**src/rtl/ffvl_pkg.sv**
```systemverilog
package ffvl_pkg;
  typedef enum logic [1:0] {
    ST_IDLE,
    ST_WAIT,
    ST_EMIT,
    ST_DONE
  } seqState_t;

  typedef struct packed {
    logic clearAll;    // start of operation: latch config, drop stored elements
    logic acceptElem;  // element arrivals are stored
    logic evalGroup;   // judge the current sub-group
    logic stepElem;    // retire the element under the pointer
  } seqStrobes_t;

  localparam logic MODE_TRAP = 1'b0;
  localparam logic MODE_COND = 1'b1;
endpackage

```
**src/rtl/ffvl_datapath.sv**
```systemverilog
module ffvl_datapath
  import ffvl_pkg::*;
#(
  parameter int MAX_VL  = 64,
  parameter int MAX_SUB = 4,
  parameter int RES_W   = 32,
  localparam int IDX_W  = $clog2(MAX_VL),
  localparam int VL_W   = $clog2(MAX_VL + 1),
  localparam int SUB_W  = $clog2(MAX_SUB + 1)
) (
  input  logic              clk,
  input  logic              rst,
  input  seqStrobes_t       strobes,
  input  logic [VL_W-1:0]   cfgVl,
  input  logic [SUB_W-1:0]  cfgSubvl,
  input  logic              cfgFfirst,
  input  logic              cfgMode,
  input  logic              elemValid,
  input  logic [IDX_W-1:0]  elemIdx,
  input  logic              elemTrap,
  input  logic [RES_W-1:0]  elemResult,
  input  logic              elemIsFp,
  output logic              groupReady,
  output logic              atLast,
  output logic              grpEnd,
  output logic              cutFlag,
  output logic              vlZero,
  output logic [IDX_W-1:0]  outIdx,
  output logic              outCommit,
  output logic              raiseTrap,
  output logic [VL_W-1:0]   vlOut
);
  localparam int CW = VL_W + 1;

  logic [MAX_VL-1:0] presentQ, trapQ, zeroQ;
  logic [IDX_W-1:0]  ptrQ;
  logic [VL_W-1:0]   grpBaseQ, vlQ, cutVlQ;
  logic [SUB_W-1:0]  subvlQ;
  logic              ffQ, modeQ, cutQ;

  logic              isZero;
  logic [CW-1:0]     remain, groupLen;
  logic              groupFail, firstGroup, cutNow;
  logic [SUB_W-1:0]  subvlClamped;

  // sign bit ignored for floating-point results
  always_comb begin
    if (elemIsFp) isZero = (elemResult[RES_W-2:0] == '0);
    else          isZero = (elemResult == '0);
  end

  always_comb begin
    if (cfgSubvl == '0)                    subvlClamped = SUB_W'(1);
    else if (int'(cfgSubvl) > MAX_SUB)     subvlClamped = SUB_W'(MAX_SUB);
    else                                   subvlClamped = cfgSubvl;
  end

  // the final group may be shorter than SUBVL
  assign remain   = CW'(vlQ) - CW'(grpBaseQ);
  assign groupLen = (remain < CW'(subvlQ)) ? remain : CW'(subvlQ);

  always_comb begin
    int p;
    groupReady = 1'b1;
    groupFail  = 1'b0;
    for (int k = 0; k < MAX_SUB; k++) begin
      p = int'(grpBaseQ) + k;
      if (k < int'(groupLen)) begin
        if (!presentQ[p[IDX_W-1:0]]) groupReady = 1'b0;
        if (modeQ == MODE_COND) groupFail = groupFail | zeroQ[p[IDX_W-1:0]];
        else                    groupFail = groupFail | trapQ[p[IDX_W-1:0]];
      end
    end
  end

  assign firstGroup = (grpBaseQ == '0);
  // first group of the trap variant behaves as if fail-first were off
  assign cutNow = groupFail & ffQ & !((modeQ == MODE_TRAP) & firstGroup);

  assign atLast  = (CW'(ptrQ) + CW'(1)) == CW'(vlQ);
  assign grpEnd  = (CW'(ptrQ) + CW'(1)) == (CW'(grpBaseQ) + groupLen);
  assign cutFlag = cutQ;
  assign vlZero  = (vlQ == '0);

  assign outIdx    = ptrQ;
  assign outCommit = strobes.stepElem & !cutQ;
  assign raiseTrap = strobes.stepElem & !cutQ & trapQ[ptrQ];
  assign vlOut     = cutQ ? cutVlQ : vlQ;

  always_ff @(posedge clk) begin
    if (rst) begin
      presentQ <= '0;
      trapQ    <= '0;
      zeroQ    <= '0;
      ptrQ     <= '0;
      grpBaseQ <= '0;
      vlQ      <= '0;
      cutVlQ   <= '0;
      subvlQ   <= SUB_W'(1);
      ffQ      <= 1'b0;
      modeQ    <= MODE_TRAP;
      cutQ     <= 1'b0;
    end else begin
      if (strobes.clearAll) begin
        presentQ <= '0;
        ptrQ     <= '0;
        grpBaseQ <= '0;
        cutQ     <= 1'b0;
        cutVlQ   <= '0;
        vlQ      <= cfgVl;
        subvlQ   <= subvlClamped;
        ffQ      <= cfgFfirst;
        modeQ    <= cfgMode;
      end
      if (strobes.acceptElem && elemValid && (VL_W'(elemIdx) < vlQ)) begin
        presentQ[elemIdx] <= 1'b1;
        trapQ[elemIdx]    <= elemTrap;
        zeroQ[elemIdx]    <= isZero;
      end
      if (strobes.evalGroup && cutNow) begin
        cutQ   <= 1'b1;
        cutVlQ <= grpBaseQ;
      end
      if (strobes.stepElem) begin
        ptrQ <= ptrQ + IDX_W'(1);
        if (grpEnd && !cutQ) grpBaseQ <= grpBaseQ + VL_W'(groupLen);
      end
    end
  end


  // truncated length lands on a sub-group boundary
  cut_on_boundary_chk: assert property (@(posedge clk) disable iff (rst)
    cutQ |-> ((cutVlQ % VL_W'(subvlQ)) == '0));


  // with fail-first off nothing is ever cancelled
  ffoff_commit_chk: assert property (@(posedge clk) disable iff (rst)
    (strobes.stepElem && !ffQ) |-> outCommit);


  // nothing retires from a group still missing elements
  group_complete_chk: assert property (@(posedge clk) disable iff (rst)
    strobes.evalGroup |-> groupReady);
endmodule

```
**src/rtl/ffvl_control.sv**
```systemverilog
module ffvl_control
  import ffvl_pkg::*;
(
  input  logic        clk,
  input  logic        rst,
  input  logic        start,
  input  logic        vlZero,
  input  logic        groupReady,
  input  logic        atLast,
  input  logic        grpEnd,
  input  logic        cutFlag,
  output seqStrobes_t strobes,
  output logic        outValid,
  output logic        done
);
  seqState_t stateQ, stateD;

  always_comb begin
    stateD  = stateQ;
    strobes = '0;
    unique case (stateQ)
      ST_IDLE: begin
        if (start) begin
          strobes.clearAll = 1'b1;
          stateD = ST_WAIT;
        end
      end
      ST_WAIT: begin
        strobes.acceptElem = 1'b1;
        if (vlZero) begin
          stateD = ST_DONE;
        end else if (groupReady) begin
          strobes.evalGroup = 1'b1;
          stateD = ST_EMIT;
        end
      end
      ST_EMIT: begin
        strobes.acceptElem = 1'b1;
        strobes.stepElem   = 1'b1;
        if (atLast)                 stateD = ST_DONE;
        else if (grpEnd && !cutFlag) stateD = ST_WAIT;
      end
      ST_DONE: stateD = ST_IDLE;
      default: stateD = ST_IDLE;
    endcase
  end

  always_ff @(posedge clk) begin
    if (rst) stateQ <= ST_IDLE;
    else     stateQ <= stateD;
  end

  assign outValid = (stateQ == ST_EMIT);
  assign done     = (stateQ == ST_DONE);


  done_single_pulse_chk: assert property (@(posedge clk) disable iff (rst)
    done |=> !done);


  reset_to_idle_chk: assert property (@(posedge clk)
    rst |=> (!outValid && !done));
endmodule

```
**src/rtl/ffvl_truncator.sv**
```systemverilog
module ffvl_truncator
  import ffvl_pkg::*;
#(
  parameter int MAX_VL  = 64,
  parameter int MAX_SUB = 4,
  parameter int RES_W   = 32,
  localparam int IDX_W  = $clog2(MAX_VL),
  localparam int VL_W   = $clog2(MAX_VL + 1),
  localparam int SUB_W  = $clog2(MAX_SUB + 1)
) (
  input  logic             clk,
  input  logic             rst,
  input  logic             start,
  input  logic [VL_W-1:0]  cfgVl,
  input  logic [SUB_W-1:0] cfgSubvl,
  input  logic             cfgFfirst,
  input  logic             cfgMode,
  input  logic             elemValid,
  input  logic [IDX_W-1:0] elemIdx,
  input  logic             elemTrap,
  input  logic [RES_W-1:0] elemResult,
  input  logic             elemIsFp,
  output logic             outValid,
  output logic [IDX_W-1:0] outIdx,
  output logic             outCommit,
  output logic             raiseTrap,
  output logic             done,
  output logic [VL_W-1:0]  vlOut
);
  seqStrobes_t strobes;
  logic groupReady, atLast, grpEnd, cutFlag, vlZero;

  ffvl_control u_control (
    .clk(clk), .rst(rst), .start(start), .vlZero(vlZero),
    .groupReady(groupReady), .atLast(atLast), .grpEnd(grpEnd),
    .cutFlag(cutFlag), .strobes(strobes), .outValid(outValid), .done(done)
  );

  ffvl_datapath #(.MAX_VL(MAX_VL), .MAX_SUB(MAX_SUB), .RES_W(RES_W)) u_datapath (
    .clk(clk), .rst(rst), .strobes(strobes),
    .cfgVl(cfgVl), .cfgSubvl(cfgSubvl), .cfgFfirst(cfgFfirst), .cfgMode(cfgMode),
    .elemValid(elemValid), .elemIdx(elemIdx), .elemTrap(elemTrap),
    .elemResult(elemResult), .elemIsFp(elemIsFp),
    .groupReady(groupReady), .atLast(atLast), .grpEnd(grpEnd),
    .cutFlag(cutFlag), .vlZero(vlZero),
    .outIdx(outIdx), .outCommit(outCommit), .raiseTrap(raiseTrap), .vlOut(vlOut)
  );


  // back-to-back retirements step by exactly one index
  ascending_order_chk: assert property (@(posedge clk) disable iff (rst)
    (outValid && $past(outValid) && !$past(rst)) |-> (outIdx == $past(outIdx) + IDX_W'(1)));


  // once a cancel is issued, the next cycle carries no commit
  no_commit_after_cancel_chk: assert property (@(posedge clk) disable iff (rst)
    (outValid && !outCommit) |=> !(outValid && outCommit));


  // a cancelled element never raises a trap
  cancel_no_trap_chk: assert property (@(posedge clk) disable iff (rst)
    (outValid && !outCommit) |-> !raiseTrap);
endmodule

```
**config.mk**
```make
export PLATFORM = sky130hd
export DESIGN_NAME = ffvl_truncator
export DESIGN_NICKNAME = d
export VERILOG_FILES = /design/src/rtl/ffvl_pkg.sv /design/src/rtl/ffvl_datapath.sv /design/src/rtl/ffvl_control.sv /design/src/rtl/ffvl_truncator.sv
export SDC_FILE = /design/constraint.sdc
export NUM_CORES = 1
export LEC_CHECK = 0
export ABC_AREA = 0
export BUFFER_PORTS_ARGS = -buffer_cell sky130_fd_sc_hd__buf_2
export CORE_ASPECT_RATIO = 1.75
export CORE_MARGIN = 2
export CORE_UTILIZATION = 25
export CTS_CLUSTER_SIZE = 24
export DETAILED_ROUTE_END_ITERATION = 10
export PLACE_DENSITY = 0.46
export SKIP_LAST_GASP = 1
export SYNTH_ARGS = -nofsm -noshare
export SYNTH_HDL_FRONTEND = slang
export SYNTH_SLANG_ARGS = --single-unit
```
**constraint.sdc**
```tcl
create_clock -name clk -period 13.4 [get_ports clk]
set_clock_uncertainty 0.15 [all_clocks]
set_input_delay 1.34 -clock clk [delete_from_list [all_inputs] [get_ports clk]]
set_output_delay 1.34 -clock clk [all_outputs]
set_load 0.05 [all_outputs]
```
* After elaboration in Yosys (flattened, before gate mapping)
Cells that the tools add are included.
Word-level totals: bits in registers 227, output and inout port bits 17
Cells by class: order comparisons 14, mux-type cells 76, bitwise gates (word level) 13, reductions and logical operators 17, equal/unequal tests 8, $add $sub $neg 8
Operator list (count):
- $mux 64 | 3
- $bwmux 64 | 2
- $bmux 1 s6 | 13
- $or 64x64->64 | 1
- $lt 6x7->1 const B | 6
- $mux 7 | 6
- $mux 1 | 40
- $logic_not 32->1 | 1
- $logic_not 31->1 | 1
- $lt 1x8->1 const A | 2
- $lt 2x8->1 const A | 2
- $logic_not 7->1 | 2
- $add 6x1->6 const B | 2
- $add 6x2->6 const B | 2
- $mux 6 | 2
- $mux 2 | 5
- $add 7x8->8 | 1
- $eq 8x7->1 | 1
- $eq 8x8->1 | 1
- $lt 8x3->1 | 1
- $mux 8 | 1
- $pmux 2 s4 | 1
- $sub 7x7->8 | 1
- $add 6x1->7 const B | 1
- other kinds (21) | 38

* Logic depth before layout (Yosys ltp)
Gate-level depths: netlist (run 1).
depth after elaboration 18, depth in mapped cells 26

* Cells and area by module
Synthesis (run 1) repeated with hierarchy kept, for this count alone.
Unflattened totals: cell total of the unflattened synthesis 1682, area, all modules 16997.6 um^2
Modules (own cells, without submodules):
- ffvl_datapath | area an instance 16758.6 um^2, cells each 1655, times used 1
- ffvl_control | area an instance 239.0 um^2, cells each 27, times used 1

* Worst setup path before layout (run 1)
Ideal clock, no wire load.
path kind register to register, from register u_datapath.grpBaseQ[1], to register u_control.stateQ[0], arrival time 5.579 ns, cell stages (with the launch flop) 24, path slack 7.584 ns, clock period less this slack 5.816 ns, cell sequence dfxtp_1 -> clkbuf_1 -> buf_2 -> buf_1 -> inv_1 -> fa_1 -> xor2_1 -> ha_1 -> a2111oi_0 -> o211ai_1 -> or3_1 -> nor3_1 -> nor2_1 -> ha_1 -> nor2b_1 -> o211ai_1 -> nand3b_1 -> a21oi_1 -> xor2_1 -> xor2_1 -> and3_1 -> nor2_1 -> or3_1 -> a221oi_2
Between the ends: cells in the longest elaborated chain, start to end 13
RTL lines:
- from (decl) | line ffvl_datapath.sv:37 | logic [VL_W-1:0] grpBaseQ, vlQ, cutVlQ;
- from (signal assigned) | line ffvl_datapath.sv:126 | if (grpEnd && !cutQ) grpBaseQ <= grpBaseQ + VL_W'(groupLen);
- $sub 7x7->8 | line ffvl_datapath.sv:59 | assign remain = CW'(vlQ) - CW'(grpBaseQ);
- $lt 8x3->1 | line ffvl_datapath.sv:60 | assign groupLen = (remain < CW'(subvlQ)) ? remain : CW'(subvlQ);
- $mux 8 | line ffvl_datapath.sv:60
- $lt 1x8->1 | line ffvl_datapath.sv:68 | if (k < int'(groupLen)) begin
- $mux 1 | line ffvl_datapath.sv:68
- $mux 1 | line ffvl_datapath.sv:69 | if (!presentQ[p[IDX_W-1:0]]) groupReady = 1'b0;
- $mux 1 | line ffvl_datapath.sv:68
- $mux 1 | line ffvl_datapath.sv:69
- $mux 1 | line ffvl_datapath.sv:68
- $mux 1 | line ffvl_datapath.sv:69
- $mux 1 | line ffvl_datapath.sv:68
- $ne 3x2->1 (no line)
- $reduce_and 3->1 (no line) (*)
- to (signal assigned) | line ffvl_control.sv:50 | else stateQ <= stateD;
- to (decl) | line ffvl_control.sv:16 | seqState_t stateQ, stateD;
Mark *: on every way between the ends. The rest lies on a longest branch, timed or not. The select of a mux whose other input is x is not followed. A chain may end at the register's enable or synchronous reset.

* Worst setup path after layout (run 1)
from register u_datapath.grpBaseQ[3], to register u_control.stateQ[0]
The elaborated chain is that of the path after synthesis.

==> out/metrics.csv, run 1 <==
metric,value,unit
ANT cells,0,
vias in the first global route,14668,
die height,350,um
Synth warnings,0,
critical path required time,13730,ps
synthesized area per cell,10.3,sq um
Compound-Gate Fraction of Synth Area,11.7,%
r2r setup slk,7170,ps
Yosys cell types,75,
total track usage,20.2,%
"Seq/Total Area, Yosys",26.6,%
I/O pin total,73,
Total Nets Final,1756,
Remaining DRCs,0,
CTS root buffer,clkbuf_16,
effective utilization at floorplan,25.3,%
area of the multi-input gates,11800,sq um
Critical Path AT,6560,ps
RSZ-0062 raised after global routing,false,
initial antenna violation count,1,
layout cells sized above 1,29.6,%
pin count of the biggest net entering global routing,78,
number of I/O port buffers,72,
chip width,201,um
critical path peak fanout,28,
Cell Rows,126,
Avg Vias per Cell,5.68,
met1 GRT Util,20.0,%
final critical-path share of the clock period,46.5,%
Layout fillers,7102,
peak supply drop,83.8,uV
fin crit period,6230,ps
Most used DFF post-synth,dfxtp_1,
CTS Hold Bufs,0,
vias post-DR,14650,
clk sinks,227,
Reg2Reg Launch Point,u_datapath.grpBaseQ[3],
"Hold Vio Cnt, Final",0,
Clock Path Buffers,3,
Slew HR,5.74,%
CTS tree,yes,
flop and latch count out of synthesis,227,
fmax,160,MHz
WL final,72.2,mm
Detail Placement HPWL,53.8,mm
adder-cell share of the synthesized area,2.66,%
Worst setup EP type,flop,
Crit Reg-Reg Endpoint,u_control.stateQ[0],
Worst Reg-to-Reg Cells,22,
number of max-cap violations,0,
"Async S/R FF share, synth",0,%
Routability Congestion,0.920,
post-CTS sizing,0,
register area,4550,sq um
setup_tns,0,ps
GR Layer Usage met3,2.37,%
simple-gate share of the synthesized area,14.4,%
status,finished clean,
CTS Buf Count,26,
first-pass GRT wire length,104,mm
setup bufs post-CTS,0,
Power Dens Cells,98.3,nW/um^2
clk_lat worst skew,570,ps
Leak,6.44,nW
gr busiest metal,met2,
WHS,344,ps
H-Tree Depth,1,
Pre-Repair DR Iteration Count,7,
Synth Cell Area,17100,sq um
Post-synth EDFFs,0,
"Worst Path Class, Setup",reg -> reg,
Startpoint Class,flop,
1st-iter DRT viols,1297,
Mapped Cells,1663,
mux share of post-synthesis cell area,37.3,%
xor/xnor cell area share of the yosys netlist,2.39,%
post-route ant nets,0,
total global routing overflow,0,
Critical Path Source,u_datapath.grpBaseQ[3],
Worst-Margin Slew,1410,ps
"Clk pin slew, worst setup/hold paths",60,ps
DR WL/cell,28.0,um
Die ar.,70400,sq um
HP Class,reg -> reg,
count of final setup violators,0,
Core Area,67500,sq um
M2 GR Usage,35.9,%
crit path to,u_control.stateQ[0],
final slew viol count,0,
main combinational cell family by area after synthesis,multiplexers,
Syn-to-layout area delta,12.1,%
cells in the final DEF, fill, tap and decap left out, types with 13 or more instances in the layout:
| cell | synthesis | layout |
|---|---|---|
| dfxtp_1 | 227 | 225 |
| o2111ai_1 | 20 | 20 |
| a31o_2 | 49 | 49 |
| clkbuf_16 | 0 | 28 |
| or2_2 | 51 | 51 |
| nor2_1 | 179 | 179 |
| nand2_1 | 180 | 179 |
| buf_2 | 16 | 71 |
| mux2i_1 | 142 | 142 |
| inv_1 | 23 | 23 |
| a21oi_1 | 115 | 115 |
| nand3_1 | 35 | 35 |
| buf_4 | 11 | 31 |
| nor3_1 | 16 | 15 |
| mux4_2 | 216 | 216 |
| o21ai_0 | 31 | 31 |
| xnor2_1 | 24 | 21 |
| nor4_1 | 13 | 13 |
| ha_1 | 33 | 31 |
| nand4_1 | 13 | 13 |
flip-flops by register name (all words and copies together), names as in the netlist:
register,cells
u_datapath.grpBaseQ,7
u_datapath.presentQ,64
u_datapath.ffQ,1
u_datapath.trapQ,64
u_datapath.vlQ,7
u_control.stateQ,2
u_datapath.cutFlag,1
u_datapath.cutVlQ,7
u_datapath.outIdx,6
u_datapath.zeroQ,64
u_datapath.modeQ,1
u_datapath.subvlQ,3
final cells by class:
class | instances | share of cell area (%)
well taps | 896 | 5.86
clock inverters | 10 | 0.962
inverters | 29 | 0.576
repair buffers | 104 | 3.16
flip-flops and latches | 227 | 23.8
multi-input cells | 1277 | 61.5
clock buffers | 37 | 4.15
kinds of logic after synthesis:
group / Yosys count
xor+xnor: 41
mux: 365
fa+ha+maj: 35
simple gates: 540
buf+inv: 162
compound gates: 292
other cells: 1
flops: 227
power breakdown:
part	switching, mW	leakage, nW	internal, mW
registers	0.0255	1.83	0.685
clock network	0.320	0.475	0.507
logic	0.233	4.14	0.110
total	0.578	6.44	1.30
metal layers:
| layer | wire length (um) | vias up |
|---|---|---|
| li1 | - | 6337 |
| met1 | 23400 | 7376 |
| met2 | 36100 | 670 |
| met3 | 3730 | 267 |
| met4 | 8910 | 0 |
| met5 | 0 | - |
Yosys cell counts, types with 5 or more instances:
cell type | number | area, sq um
buf_6 | 8 | 90.1
inv_1 | 23 | 86.3
or2_2 | 51 | 319
ha_1 | 33 | 413
o21ai_0 | 31 | 155
mux2_2 | 7 | 78.8
a21o_1 | 9 | 67.6
buf_2 | 16 | 80.1
nand2b_1 | 9 | 56.3
dfxtp_1 | 227 | 4540
buf_4 | 11 | 82.6
nand4_1 | 13 | 81.3
nor4_1 | 13 | 81.3
o31ai_1 | 8 | 60.1
nor3_1 | 16 | 80.1
xnor2_1 | 24 | 210
mux4_2 | 216 | 4860
nor2_1 | 179 | 672
xor2_1 | 12 | 105
or3_1 | 5 | 31.3
nand3_1 | 35 | 175
a31o_2 | 49 | 429
o2111ai_1 | 20 | 175
nor2b_1 | 8 | 50.1
buf_1 | 10 | 37.5
a32oi_1 | 7 | 61.3
nand2_1 | 180 | 676
mux2i_1 | 142 | 1420
buf_8 | 5 | 75.1
a31oi_1 | 7 | 43.8
and3_1 | 5 | 31.3
clkbuf_1 | 80 | 300
inv_2 | 5 | 18.8
nand3b_1 | 8 | 60.1
a21oi_1 | 115 | 576
metrics by stage:
stage / instances / total power, mW / setup slack [ps] / util, % / cell area [sq um]
final: 2580 / 1.88 / 7170 / 28.3 / 19100
after detailed placement: 2532 / 1.07 / 7210 / 26.9 / 18100
after global routing: 2580 / 1.95 / 6800 / 28.3 / 19100
after floorplan: 1666 / 0.962 / 7580 / - / 17100
after global placement: 2532 / 1.07 / 7200 / 26.9 / 18100
after CTS: 2579 / 1.90 / 7180 / 28.3 / 19100
critical path, cell delays in order (launching register included):
cell and delay [ps]:
dfxtp_1 310, buf_4 430, inv_1 290, ha_1 400
nor2_1 70, nor3b_1 230, mux2_2 380, a2111oi_0 660
nand2_1 330, o21ai_0 280, ha_1 210, inv_1 60
fa_1 400, nor2b_1 210, o21ai_0 110, nand2_1 70
nand3_1 100, xnor2_1 150, a211oi_1 260, and3_1 330
nor2_1 80, or3_1 390, a221oi_2 220
worst min path at each step:
stage | depth (start not counted) | slack (ps) | end | start
after CTS | 2 | 350 | u_datapath.ffQ | u_datapath.ffQ
after global routing | 2 | 370 | u_datapath.presentQ[10] | u_datapath.presentQ[10]
final | 2 | 340 | u_datapath.grpBaseQ[6] | u_datapath.grpBaseQ[6]
after global placement | 2 | 320 | u_datapath.ffQ | u_datapath.ffQ
after floorplan | 2 | 280 | u_datapath.ffQ | u_datapath.ffQ
after detailed placement | 2 | 330 | u_datapath.ffQ | u_datapath.ffQ
Note: power is estimated with default switching activity, not from simulation.
==> inputs of run 2 (changes only) <==
==> constraint.sdc (replaced) <==
create_clock -name clk -period 5.74 [get_ports clk]
set_clock_uncertainty 0.15 [all_clocks]
set_input_delay 0.574 -clock clk [delete_from_list [all_inputs] [get_ports clk]]
set_output_delay 0.574 -clock clk [all_outputs]
set_load 0.05 [all_outputs]
==> run 2 against run 1 <==
Sequential share of layout area decreased by 0.30 points. Largest cell class unchanged. Non-clock buffer count is 34 higher. Clock-buffer cell count fell by 5.
==> out/metrics.csv, run 2 (same netlist as run 1, synthesis figures left out) <==
metric,value,unit
"commonest non-fill, non-tap cell in the layout",dfxtp_1,
final critical-path share of the clock period,93.7,%
Startpoint Class,flop,
pin count of the biggest net entering global routing,107,
layout cells sized above 1,31.3,%
Crit path max-delay family,compound AO/OA/AOI/OAI gates,
1st-iter DRT viols,1085,
Clock Path Buffers,3,
critical path peak fanout,35,
DR WL/cell,28.8,um
"Hold Vio Cnt, Final",0,
Worst-Margin Slew,1270,ps
Cell Rows,126,
Syn-to-layout area delta,13.6,%
effective utilization at floorplan,25.3,%
Die ar.,70400,sq um
Top Registers,"u_datapath.presentQ: 64 flops, u_datapath.trapQ: 64 flops, u_datapath.zeroQ: 64 flops",
chip width,201,um
Leak,6.57,nW
Slew HR,14.6,%
clk sinks,227,
CTS Buf Count,26,
Critical Path AT,5730,ps
r2r setup slk,360,ps
critical path required time,6100,ps
Core Area,67500,sq um
Worst Hold Launch,cfgVl[6],
CTS tree,yes,
Reg2Reg Launch Point,u_datapath.grpBaseQ[1],
H-Tree Depth,1,
critical path's largest stage delay,660,ps
register area,4550,sq um
final slew viol count,0,
initial antenna violation count,1,
CTS root buffer,clkbuf_16,
peak supply drop,239,uV
total global routing overflow,0,
Avg Vias per Cell,5.66,
fmax,186,MHz
count of final setup violators,0,
vias in the first global route,15089,
Critical Path Slowest Stage Cell,xnor2_2,
crit path to,u_datapath.cutVlQ[6],
first-pass GRT wire length,108,mm
Critical Path Source,u_datapath.grpBaseQ[1],
"commonest cells after routing, fill and taps aside","dfxtp_1, mux4_2, nor2_1",
Crit path depth,15,
Remaining DRCs,0,
Routability Congestion,0.936,
number of max-cap violations,0,
Worst setup EP type,flop,
"Clk pin slew, worst setup/hold paths",70,ps
Worst Reg-to-Reg Cells,15,
Crit Reg-Reg Endpoint,u_datapath.cutVlQ[6],
CP most frequent cell,buf_4,
Pre-Repair DR Iteration Count,5,
Power Dens Cells,224,nW/um^2
WL final,75.3,mm
CTS Hold Bufs,0,
clk_lat worst skew,590,ps
vias post-DR,14799,
I/O pin total,73,
crit path cell chain,buf_4 -> ha_1 -> a21oi_1 -> xnor2_2 -> buf_4 -> mux2i_1 -> o22ai_1 -> a311oi_1 -> o41ai_1 -> a41o_1 -> o41ai_4 -> buf_4 -> buf_4 -> o2111ai_1 -> o31ai_1,
Detail Placement HPWL,56.1,mm
"Worst Path Class, Setup",reg -> reg,
number of I/O port buffers,72,
die height,350,um
WHS,69.8,ps
total track usage,21.1,%
post-route ant nets,0,
status,finished clean,
HP Class,in -> reg,
Layout fillers,7103,
area of the multi-input gates,11800,sq um
fin crit period,5380,ps
fin util,28.7,%
CP bufs+invs,4,
Total Nets Final,1790,
[run 2: repair_timing]
| action | CTS | global route |
|---|---|---|
| gates resized for setup | 0 | 8 |
| buffers inserted | 0 | 1 |
| endpoints found under the setup margin | 0 | 9 |
[run 2: worst min-delay path by stage]
stage / endpoint / slack [ps] / depth (start not counted)
6_report: u_datapath.vlQ[6] / 70 / 3
5_1_grt: u_datapath.vlQ[4] / 80 / 3
4_1_cts: u_datapath.vlQ[6] / 60 / 3
3_5_place_dp: u_datapath.ffQ / 300 / 2
3_3_place_gp: u_datapath.ffQ / 290 / 2
2_1_floorplan: u_datapath.ffQ / 280 / 2
[run 2: power by group]
group	total (mW)	leakage, nW	internal [mW]	switching (mW)
registers	1.63	1.83	1.60	0.0337
logic	0.891	4.31	0.281	0.610
clock network	1.82	0.429	1.02	0.798
[run 2: cell type report]
type | instances | share of cell area, %
Multi-Input combinational cell | 1277 | 60.8
Sequential cell | 227 | 23.5
Tap cell | 896 | 5.79
Timing Repair Buffer | 138 | 4.64
Clock buffer | 32 | 3.63
Clock inverter | 15 | 1.03
Inverter | 29 | 0.568
Antenna cell | 1 | 0.0129
[run 2: worst min-delay path, cell delays in order]
cell     delay [ps]
buf_2           100
nand2_1          50
a21oi_1          50
[run 2: through the flow]
stage | power, mW | setup slack, ps | std cells | cell area (sq um) | TNS (ps)
final | 4.34 | 363 | 2615 | 19400 | 0
after global routing | 4.50 | -20.4 | 2614 | 19400 | -20.4
after CTS | 4.36 | 43.5 | 2613 | 19300 | 0
after detailed placement | 2.53 | 81.8 | 2566 | 18400 | 0
after global placement | 2.53 | 42.6 | 2566 | 18400 | 0
after floorplan | 2.25 | 115 | 1666 | 17100 | 0
[run 2: per-layer routing]
layer,up-vias,wire (um),GRT usage [%]
li1,6397,-,-
met4,0,9030,21.0
met1,7400,23700,20.4
met3,284,4410,2.88
met5,-,0,0
met2,718,38200,38.0
